File: config.mk
export PLATFORM = sky130hd
export DESIGN_NAME = ecc_mem_guard
export DESIGN_NICKNAME = d
export VERILOG_FILES = /design/src/rtl/ecc_guard_pkg.sv /design/src/rtl/ecc_enc.sv /design/src/rtl/ecc_dec.sv /design/src/rtl/ecc_merge.sv /design/src/rtl/ecc_mem_guard.sv
export SDC_FILE = /design/constraint.sdc
export NUM_CORES = 1
export LEC_CHECK = 0
export BUFFER_PORTS_ARGS = -buffer_cell sky130_fd_sc_hd__buf_4
export CAP_MARGIN = 20
export CORE_ASPECT_RATIO = 1.5
export CORE_MARGIN = 5
export CORE_UTILIZATION = 50
export DETAILED_ROUTE_END_ITERATION = 16
export GPL_TIMING_DRIVEN = 0
export HOLD_SLACK_MARGIN = 0.12
export PLACE_DENSITY = 0.73
export SYNTH_ARGS = -nofsm -noshare
export SYNTH_HDL_FRONTEND = slang
export SYNTH_SLANG_ARGS = --single-unit
File: constraint.sdc
create_clock -name clk_i -period 3.5 [get_ports clk_i]
set_input_delay 0.875 -clock clk_i [delete_from_list [all_inputs] [get_ports clk_i]]
set_output_delay 0.875 -clock clk_i [all_outputs]
set_load 0.02 [all_outputs]
File: src/rtl/ecc_guard_pkg.sv
package ecc_guard_pkg;

  typedef enum logic [1:0] {
    MODE_OFF     = 2'b00,
    MODE_DETECT  = 2'b01,
    MODE_CORRECT = 2'b10,
    MODE_SCRUB   = 2'b11
  } ecc_mode_e;

  typedef enum logic [1:0] {
    ST_IDLE,
    ST_RD,
    ST_WAIT,
    ST_WB
  } seq_state_e;

  // smallest Hamming parity count covering dw data bits
  function automatic int ham_bits(input int dw);
    for (int p = 1; p < 31; p++) begin
      if ((1 << p) >= dw + p + 1) return p;
    end
    return 31;
  endfunction

endpackage

File: src/rtl/ecc_enc.sv
module ecc_enc
  import ecc_guard_pkg::*;
#(
  parameter  int DW = 64,
  localparam int HW = ham_bits(DW),
  localparam int CW = DW + HW + 1
) (
  input  logic [DW-1:0] data_i,
  output logic [HW:0]   chk_o
);

  logic [CW-1:0] cw;
  logic [HW-1:0] par;

  always_comb begin
    int j;
    cw  = '0;
    par = '0;
    j   = 0;
    for (int pos = 1; pos < CW; pos++) begin
      if ((pos & (pos - 1)) != 0) begin
        cw[pos] = data_i[j];
        j++;
      end
    end
    for (int k = 0; k < HW; k++) begin
      for (int pos = 1; pos < CW; pos++) begin
        if (((pos >> k) & 1) == 1) par[k] = par[k] ^ cw[pos];
      end
    end
    chk_o = {(^data_i) ^ (^par), par};
  end

endmodule

File: src/rtl/ecc_dec.sv
module ecc_dec
  import ecc_guard_pkg::*;
#(
  parameter  int DW = 64,
  localparam int HW = ham_bits(DW),
  localparam int CW = DW + HW + 1
) (
  input  logic [DW+HW:0] code_i,   // {overall, parity[HW-1:0], data}
  output logic [DW-1:0]  data_o,
  output logic           sbe_o,
  output logic           mbe_o
);

  logic [CW-1:0] cw;
  logic [HW-1:0] syn;
  logic          odd;

  always_comb begin
    int j;
    cw     = '0;
    syn    = '0;
    data_o = '0;
    sbe_o  = 1'b0;
    mbe_o  = 1'b0;
    j      = 0;
    for (int pos = 1; pos < CW; pos++) begin
      if ((pos & (pos - 1)) != 0) begin
        cw[pos] = code_i[j];
        j++;
      end
    end
    for (int k = 0; k < HW; k++) cw[1 << k] = code_i[DW+k];
    cw[0] = code_i[DW+HW];
    for (int pos = 1; pos < CW; pos++) begin
      if (cw[pos]) syn = syn ^ HW'(pos);
    end
    odd = ^cw;
    if (odd) begin
      if (int'(syn) < CW) begin
        sbe_o   = 1'b1;
        cw[syn] = ~cw[syn];
      end else begin
        mbe_o = 1'b1;
      end
    end else if (syn != '0) begin
      mbe_o = 1'b1;
    end
    j = 0;
    for (int pos = 1; pos < CW; pos++) begin
      if ((pos & (pos - 1)) != 0) begin
        data_o[j] = cw[pos];
        j++;
      end
    end
  end

endmodule

File: src/rtl/ecc_merge.sv
module ecc_merge #(
  parameter  int DW = 64,
  localparam int BW = DW / 8
) (
  input  logic [DW-1:0] old_i,
  input  logic [DW-1:0] new_i,
  input  logic [BW-1:0] be_i,
  output logic [DW-1:0] data_o
);

  for (genvar b = 0; b < BW; b++) begin : g_byte
    assign data_o[8*b +: 8] = be_i[b] ? new_i[8*b +: 8] : old_i[8*b +: 8];
  end

endmodule

File: src/rtl/ecc_mem_guard.sv
module ecc_mem_guard
  import ecc_guard_pkg::*;
#(
  parameter  int DW    = 64,
  parameter  int AW    = 16,
  localparam int HW    = ham_bits(DW),
  localparam int CHK_W = HW + 1,
  localparam int BW    = DW / 8
) (
  input  logic                clk_i,
  input  logic                rst_ni,
  input  logic [1:0]          mode_i,
  input  logic                req_i,
  input  logic                we_i,
  input  logic [AW-1:0]       addr_i,
  input  logic [DW-1:0]       wdata_i,
  input  logic [BW-1:0]       be_i,
  output logic                busy_o,
  output logic                rvalid_o,
  output logic [DW-1:0]       rdata_o,
  output logic                sbe_o,
  output logic                mbe_o,
  output logic [AW-1:0]       err_addr_o,
  output logic                mem_req_o,
  output logic                mem_we_o,
  output logic [AW-1:0]       mem_addr_o,
  output logic [DW+CHK_W-1:0] mem_wdata_o,
  input  logic [DW+CHK_W-1:0] mem_rdata_i
);

  seq_state_e    state_q, state_d;
  ecc_mode_e     mode_q;
  logic          we_q;
  logic [AW-1:0] addr_q;
  logic [DW-1:0] data_q;
  logic [BW-1:0] be_q;

  logic             accept;
  logic             chk_on, fix_on;
  logic [DW-1:0]    dec_data, sel_data, merged;
  logic             dec_sbe, dec_mbe, flag_sbe, flag_mbe;
  logic [CHK_W-1:0] enc_chk;

  assign accept = req_i && (state_q == ST_IDLE);
  assign busy_o = (state_q != ST_IDLE);
  assign chk_on = (mode_q != MODE_OFF);
  assign fix_on = (mode_q == MODE_CORRECT) || (mode_q == MODE_SCRUB);

  ecc_dec #(.DW(DW)) u_dec (
    .code_i (mem_rdata_i),
    .data_o (dec_data),
    .sbe_o  (dec_sbe),
    .mbe_o  (dec_mbe)
  );

  assign sel_data = fix_on ? dec_data : mem_rdata_i[DW-1:0];
  assign flag_sbe = chk_on && dec_sbe;
  assign flag_mbe = chk_on && dec_mbe;

  ecc_merge #(.DW(DW)) u_merge (
    .old_i  (sel_data),
    .new_i  (data_q),
    .be_i   (be_q),
    .data_o (merged)
  );

  ecc_enc #(.DW(DW)) u_enc (
    .data_i (data_q),
    .chk_o  (enc_chk)
  );

  assign mem_req_o   = (state_q == ST_RD) || (state_q == ST_WB);
  assign mem_we_o    = (state_q == ST_WB);
  assign mem_addr_o  = addr_q;
  assign mem_wdata_o = {chk_on ? enc_chk : {CHK_W{1'b0}}, data_q};

  always_comb begin
    state_d = state_q;
    case (state_q)
      ST_IDLE: if (req_i) state_d = (we_i && (&be_i)) ? ST_WB : ST_RD;
      ST_RD:   state_d = ST_WAIT;
      ST_WAIT: begin
        if (!we_q) state_d = (mode_q == MODE_SCRUB && dec_sbe) ? ST_WB : ST_IDLE;
        else       state_d = flag_mbe ? ST_IDLE : ST_WB;
      end
      default: state_d = ST_IDLE;
    endcase
  end

  always_ff @(posedge clk_i or negedge rst_ni) begin
    if (!rst_ni) begin
      state_q    <= ST_IDLE;
      mode_q     <= MODE_OFF;
      we_q       <= 1'b0;
      addr_q     <= '0;
      data_q     <= '0;
      be_q       <= '0;
      rvalid_o   <= 1'b0;
      rdata_o    <= '0;
      sbe_o      <= 1'b0;
      mbe_o      <= 1'b0;
      err_addr_o <= '0;
    end else begin
      state_q  <= state_d;
      rvalid_o <= 1'b0;
      sbe_o    <= 1'b0;
      mbe_o    <= 1'b0;
      if (accept) begin
        mode_q <= ecc_mode_e'(mode_i);
        we_q   <= we_i;
        addr_q <= addr_i;
        data_q <= wdata_i;
        be_q   <= be_i;
      end
      if (state_q == ST_WAIT) begin
        sbe_o <= flag_sbe;
        mbe_o <= flag_mbe;
        if (flag_sbe || flag_mbe) err_addr_o <= addr_q;
        if (!we_q) begin
          rvalid_o <= 1'b1;
          rdata_o  <= sel_data;
          data_q   <= dec_data;   // scrub source
        end else begin
          data_q <= merged;
        end
      end
    end
  end

  p_busy_after_accept_r8: assert property (@(posedge clk_i) disable iff (!rst_ni)
    accept |=> busy_o);

  p_flags_exclusive_r9: assert property (@(posedge clk_i) disable iff (!rst_ni)
    !(sbe_o && mbe_o));

  p_rvalid_pulse_r9: assert property (@(posedge clk_i) disable iff (!rst_ni)
    rvalid_o |=> !rvalid_o);

  p_off_silent_r2: assert property (@(posedge clk_i) disable iff (!rst_ni)
    (state_q == ST_WAIT && mode_q == MODE_OFF) |=> (!sbe_o && !mbe_o));

  p_scrub_writeback_r5: assert property (@(posedge clk_i) disable iff (!rst_ni)
    (rvalid_o && sbe_o && mode_q == MODE_SCRUB) |-> (mem_req_o && mem_we_o));

  p_rmw_abort_r7: assert property (@(posedge clk_i) disable iff (!rst_ni)
    (mbe_o && !rvalid_o) |-> !mem_req_o);

  p_no_accept_busy_r8: assert property (@(posedge clk_i) disable iff (!rst_ni)
    busy_o |=> $stable(mem_addr_o) || !busy_o || $past(state_q == ST_IDLE));

endmodule

======== Word level (Yosys, flattened, before mapping) ========
Index checks and enable logic that the tools add are counted.
operators by class
  $lt $le $gt $ge ......................... 3
  equality and inequality tests ........... 14
  muxes and demuxes ....................... 106
  bitwise gates (word level) .............. 271
  reduce and logical (&&, ||, !) cells .... 28
operators with widths
  cell                                                        number
  2-to-1 mux 64 bit                                           4
  XOR 1 bit                                                   199
  2-to-1 mux 6 bit                                            32
  2-to-1 mux 72 bit                                           2
  2-to-1 mux 5 bit                                            16
  bitwise mux 72 bit                                          1
  2-to-1 mux 8 bit                                            9
  XOR reduction 72 bit                                        1
  NOT 3 bit                                                   23
  NOT 4 bit                                                   16
  XOR reduction 64 bit                                        1
  2-to-1 mux 7 bit                                            8
  NOT 2 bit                                                   18
  2-to-1 mux 4 bit                                            8
  NOT 5 bit                                                   6
  != test 3 bit, second input constant                        8
  AND reduction 2 bit                                         10
  2-to-1 mux 2 bit                                            7
  2-to-1 mux 1 bit                                            12
  2-to-1 mux 3 bit                                            4
  == test 2 bit, second input constant                        4
  less-than comparator 7 x 8 -> 1 bit, second input constant  1
  AND reduction 8 bit                                         1
  binary-select mux 1 bit (select 7 bit)                      1
  15 further kinds                                            30
storage, ports and cells
  flip-flop bits (word level) ............. 176
  input bits .............................. 166
  output and inout port bits .............. 174
  word-level logic and storage cells ...... 440

======== Logic depth before layout (Yosys ltp) ========
  depth after elaboration ................. 146
  depth in mapped cells ................... 17

======== Hierarchy ========
Synthesis repeated with hierarchy kept, for this count alone.
second synthesis, totals
  cells, all modules ...................... 1271
  area, all modules ....................... 14310.0 um2
modules (own cells, without submodules)
  module         instances  cells each  area each (um2)  sequential area each (um2)
  ecc_mem_guard  1          681         8709.6           4404.2
  ecc_dec        1          400         3164.3           0.0
  ecc_enc        1          118         1385.1           0.0
  ecc_merge      1          72          1051.0           0.0

======== Worst setup path after synthesis ========
OpenSTA, ideal clock, no wires.
  kind .................................... input-to-reg
  start point ............................. in mem_rdata_i[6]
  end point ............................... reg data_q[12]
  library setup time ...................... 0.101 ns
  data arrival time ....................... 4.419 ns
  data required time ...................... 3.399 ns
  path slack .............................. -1.019 ns
  stages .................................. 13
  path buffers ............................ 2
  cells stage by stage .................... xnor3_1 > xnor2_1 > xnor3_1 > xnor3_2 > o21ai_1 > buf_2 > a22oi_1 > a311o_1 > a31oi_4 > nand2_1 > or3_1 > buf_2 > o311ai_2
between the ends
  cells in the longest elaborated chain, start to end .. 102
RTL lines
  what                                                     RTL line              source
  start, declared                                          ecc_mem_guard.sv:28   input logic [DW+CHK_W-1:0] mem_rdata_i
  2-to-1 mux 4 bit (2 in series)                           ecc_dec.sv:35         if (cw[pos]) syn = syn ^ HW'(pos);
  NOT 3 bit (no line) or 2-to-1 mux 4 bit (tied branches)  -
  2-to-1 mux 4 bit or NOT 3 bit (tied branches)            -
  2-to-1 mux 4 bit                                         ecc_dec.sv:35
  NOT 4 bit (no line)                                      -
  2-to-1 mux 4 bit                                         ecc_dec.sv:35
  2-to-1 mux 5 bit                                         ecc_dec.sv:35
  NOT 2 bit (no line) or 2-to-1 mux 5 bit (tied branches)  -
  [... 85 more ...]                                        -
  demux 1 bit (select 7 bit)                               -
  bitwise mux 72 bit                                       ecc_dec.sv:41         cw[syn] = ~cw[syn];
  2-to-1 mux 72 bit                                        ecc_dec.sv:39         if (int'(syn) < CW) begin
  2-to-1 mux 72 bit (*)                                    ecc_dec.sv:38         if (odd) begin
  2-to-1 mux 64 bit                                        ecc_mem_guard.sv:56   assign sel_data = fix_on ? dec_data : mem_rdata_i[DW-1:0];
  2-to-1 mux 8 bit                                         ecc_merge.sv:12       assign data_o[8*b +: 8] = be_i[b] ? new_i[8*b +: 8] : old_i[8*b +: 8];
  2-to-1 mux 64 bit (*)                                    ecc_mem_guard.sv:119  if (!we_q) begin
  2-to-1 mux 64 bit (*)                                    ecc_mem_guard.sv:115  if (state_q == ST_WAIT) begin
  end signal, assigned                                     ecc_mem_guard.sv:112  data_q <= wdata_i;
  end signal, assigned                                     ecc_mem_guard.sv:122  data_q <= dec_data;
  end signal, assigned                                     ecc_mem_guard.sv:124  data_q <= merged;
  end, declared                                            ecc_mem_guard.sv:35   logic [DW-1:0] data_q;
Every way passes the cells marked *; elsewhere a longest branch is shown, timed or not. The select of a mux whose other input is x is not followed.
A chain may end at the register's enable or synchronous reset.

======== Worst setup path in the final report ========
  start point ............................. in mem_rdata_i[34]
  end point ............................... reg rdata_o[36]
between the ends
  cells in the longest elaborated chain, start to end .. 61
RTL lines
  what                                                                                                       RTL line              source
  2-to-1 mux 6 bit                                                                                           ecc_dec.sv:35
  NOT 3 bit (no line)                                                                                        -
  2-to-1 mux 6 bit                                                                                           ecc_dec.sv:35
  NOT 4 bit (no line)                                                                                        -
  2-to-1 mux 6 bit                                                                                           ecc_dec.sv:35
  NOT 3 bit (no line)                                                                                        -
  2-to-1 mux 6 bit                                                                                           ecc_dec.sv:35
  NOT 4 bit (no line)                                                                                        -
  [... 45 more ...]                                                                                          -
  less-than comparator 7 x 8 -> 1 bit (implied by the code) or >= comparator 7 x 1 -> 1 bit (tied branches)  ecc_dec.sv:41
  logical AND 1 bit (implied by the code)                                                                    ecc_dec.sv:41
  2-to-1 mux 1 bit (implied by the code)                                                                     ecc_dec.sv:41
  demux 1 bit (select 7 bit)                                                                                 -
  bitwise mux 72 bit                                                                                         ecc_dec.sv:41
  2-to-1 mux 72 bit                                                                                          ecc_dec.sv:39
  2-to-1 mux 72 bit (*)                                                                                      ecc_dec.sv:38
  2-to-1 mux 64 bit (*)                                                                                      ecc_mem_guard.sv:56
  end signal, assigned                                                                                       ecc_mem_guard.sv:121  rdata_o <= sel_data;
  end, declared                                                                                              ecc_mem_guard.sv:20   output logic [DW-1:0] rdata_o,
Marked as above.

==> impl_results.md <==
* F_max at around 220 MHz
* Post-Place Worst Slack at -2.15 ns
* Yosys warns at 0
* Worst EP required at 3.87 ns
* Max Clock Skew at 0.0239 ns
* Worst slew pin tran at 1.21 ns
* Avg WL per Cell at 33.2 µm
* IO Pins at 340
* Post-layout min period at 4.57 ns
* Total setup violations reported at the end of the flow at approximately 150
* WL final at 73.2 mm
* Detail Route Antenna Nets at 0
* Worst Hold Class: in2async
* PortBufs at 339
* TritonCTS clock tree: done
* Post-Syn Instances at between 1,000 and 1,500
* Final Hold Viols at 0
* Worst-path clk slew at 0.09 ns
* Clock Tree Root: clkbuf_16
* GRT Total Usage at 47.2%
* CP cell instances: buf_6 -> xnor2_4 -> xnor2_2 -> xnor3_2 -> xnor3_2 -> buf_6 -> o21ai_4 -> a22oi_2 -> and3_1 -> a311o_2 -> a311oi_4 -> buf_12 -> buf_12 -> buf_4 -> nand4_1 -> a31oi_1
* Layout cells sized above 1 at between 40% and 50%
* Number of clock sinks at 176
* DRC at 0
* Worst path arrival time at ~5.0 ns
* Post-DP HPWL at 49.9 mm
* CP peak stage delay at 0.51 ns
* Synth Register Bits at 176
* Startpoint Class: primary input
* DRT iter0 DRCs at 1,987
* Remaining Overflow, GRT at 0
* Cell accounting for the most synthesized area: dfrtp_1
* Post-CTS Hold Fix Bufs at 0
* Synth top area share at 34.6%
* First-pass GRT wire length at 100 mm
* Worst Path Max Fanout at 5
* Sequential fraction of the synthesis area at 34.6%
* H-tree levels at 4
* Yosys cell types at 59
* CP Class: in2reg
* Cell Area, Synth at 12,700 µm²
* First-pass detailed-route iteration total at 7
* Final period util at 131%
* Row cnt at 71
* Worst path slowest cell: xnor3_2
* Largest net degree at the start of global routing at slightly above 90
* Final worst slack at -1.07 ns
* Slew headroom at 19.6%
* Die width at approximately 140 µm
* Post-synth top flop: dfrtp_1
* Die footprint at 28,800 µm²
* Area Growth Syn to Fin at 59.6%
* Synthesized area per cell at a little over 9 µm²
* Most frequent cells after synthesis: xnor2_1, dfrtp_1, nand2_1, a21oi_1, nor2_1
* Clk Latency, worst-skew pair at 0.48 ns
* Setup crit end kind: register
* Cell with the most instances after synthesis: xnor2_1
* Syn_nets at 1,569
* Post-synth EDFFs at 0
* Status: complete, but fails checks
* Violated checks: setup timing
* Dominant cells by area after synthesis: dfrtp_1, xnor2_1, mux2i_1
* Slew Limit Fails at 0
* Vias in the first global route at 15,200
* Initial core utilization at approximately 51%
* Final net count at 2,030
* Placer Congestion at 1.04
* Via-to-Cell Ratio at between 6 and 7
* RSZ-0062 raised after global routing: true
* Core Area at 25,100 µm²
* Max_cap viols at 0
* Ys async rst share at 100%
* Max Root-Sink Buffers at 2
* Vias at ~15,000
* Die Ht at roughly 210 µm
* CTS buffer count at 17
* Initial antenna violation count at 3
==> what timing repair did <==
item	4_1_cts	5_1_grt
buffers inserted	73	28
cloned	8	2
endpoints found under the setup margin	152	152
resized for setup	415	135
pin swaps	105	58
==> critical path, delay by kind of cell <==
| family | cells | cell delay, ns |
|---|---|---|
| and+or+nand+nor | 2 | 0.38 |
| xor gates and xnor gates | 4 | 1.44 |
| buffers and inverters | 5 | 0.68 |
| AOI/OAI and AO/OA | 5 | 1.55 |
==> registers in the layout, indices dropped and copies added, names as in the netlist <==
register    flops
sbe_o           1
mem_addr_o     16
mbe_o           1
data_q         64
rvalid_o        1
err_addr_o     16
we_q            1
mode_q          2
state_q         2
rdata_o        64
be_q            8
==> final timing paths <==
check | start | end | slack, ns | cells after the start
worst min-delay path | rst_ni | mem_addr_o[4] | 0.44 | 1
worst min register to register | rdata_o[3] | rdata_o[3] | 0.48 | 1
worst max-delay path | mem_rdata_i[34] | rdata_o[36] | -1.07 | 16
worst max register to register | state_q[1] | data_q[16] | -0.11 | 8
max in group asynchronous | rst_ni | data_q[39] | 2.12 | 2
min in group clk_i | rdata_o[3] | rdata_o[3] | 0.48 | 1
==> placed cells by master (no fill, tap or decap), drive strengths merged, types with 5 or more instances in the layout <==
| master | netlist | layout |
|---|---|---|
| a21oi | 101 | 101 |
| a21o | 9 | 9 |
| nor2b | 5 | 5 |
| and3 | 27 | 27 |
| a211oi | 20 | 20 |
| dfrtp | 176 | 176 |
| buf | 18 | 464 |
| o221ai | 17 | 17 |
| xor2 | 38 | 38 |
| clkbuf | 82 | 94 |
| nand4 | 8 | 8 |
| xnor2 | 213 | 213 |
| a311o | 30 | 30 |
| a22oi | 7 | 7 |
| a211o | 5 | 5 |
| nand3 | 23 | 23 |
| o21ai | 92 | 92 |
| mux2 | 54 | 54 |
| o211ai | 36 | 36 |
| nand2b | 8 | 8 |
| o22a | 5 | 5 |
| xnor3 | 10 | 11 |
| o21a | 12 | 12 |
| o22ai | 12 | 12 |
| and2 | 8 | 8 |
| a221oi | 16 | 16 |
| nand2 | 148 | 148 |
| inv | 5 | 11 |
| a31oi | 24 | 24 |
| nor2 | 94 | 94 |
| or2 | 6 | 6 |
| mux2i | 62 | 62 |
==> per-layer routing <==
layer | track usage, % | share of wire, % | wire length, µm | vias up
met5 | 0 | 0.040 | 29 | -
met4 | 38.0 | 12 | 8810 | 4
met3 | 14.3 | 12 | 8480 | 590
met2 | 75.7 | 45 | 33000 | 1442
met1 | 51.6 | 31 | 22900 | 7273
li1 | - | - | - | 5988
==> logic make-up after synthesis <==
logic type / Yosys count / synth area share, %
flops: 176 / 34.6
simple gates: 337 / 11.6
mux: 116 / 9.66
xor+xnor: 262 / 19.3
buf+inv: 105 / 3.24
compound gates: 407 / 21.7
==> cell type report <==
| cell class | instances | area (µm²) |
|---|---|---|
| Tap cell | 328 | 410 |
| Buffer | 91 | 593 |
| Antenna cell | 1 | 2.50 |
| Sequential cell | 176 | 4420 |
| Inverter | 5 | 18.8 |
| Clock buffer | 17 | 425 |
| Multi-Input combinational cell | 1123 | 10400 |
| Clock inverter | 14 | 150 |
| Fill cell | 1557 | 4760 |
| Timing Repair Buffer | 450 | 3870 |
==> stage by stage <==
stage | setup TNS (ns) | area [µm²] | utilization (%) | hold WS (ns) | std cells
after detailed placement | -230.24 | 15900 | 63.6 | 0.466 | 2071
after CTS | -57.79 | 19400 | 77.4 | 0.458 | 2175
final | -113.15 | 20300 | 81.0 | 0.436 | 2205
after floorplan | -57.76 | 12900 | - | 0.481 | 1403
after global routing | -115.00 | 20300 | 81.0 | 0.488 | 2205
after global placement | -229.97 | 15900 | 63.5 | 0.462 | 2070
Power is left out: the tool's default activity adds up to more than one toggle a clock period on the data nets, which glitch-free logic cannot reach.
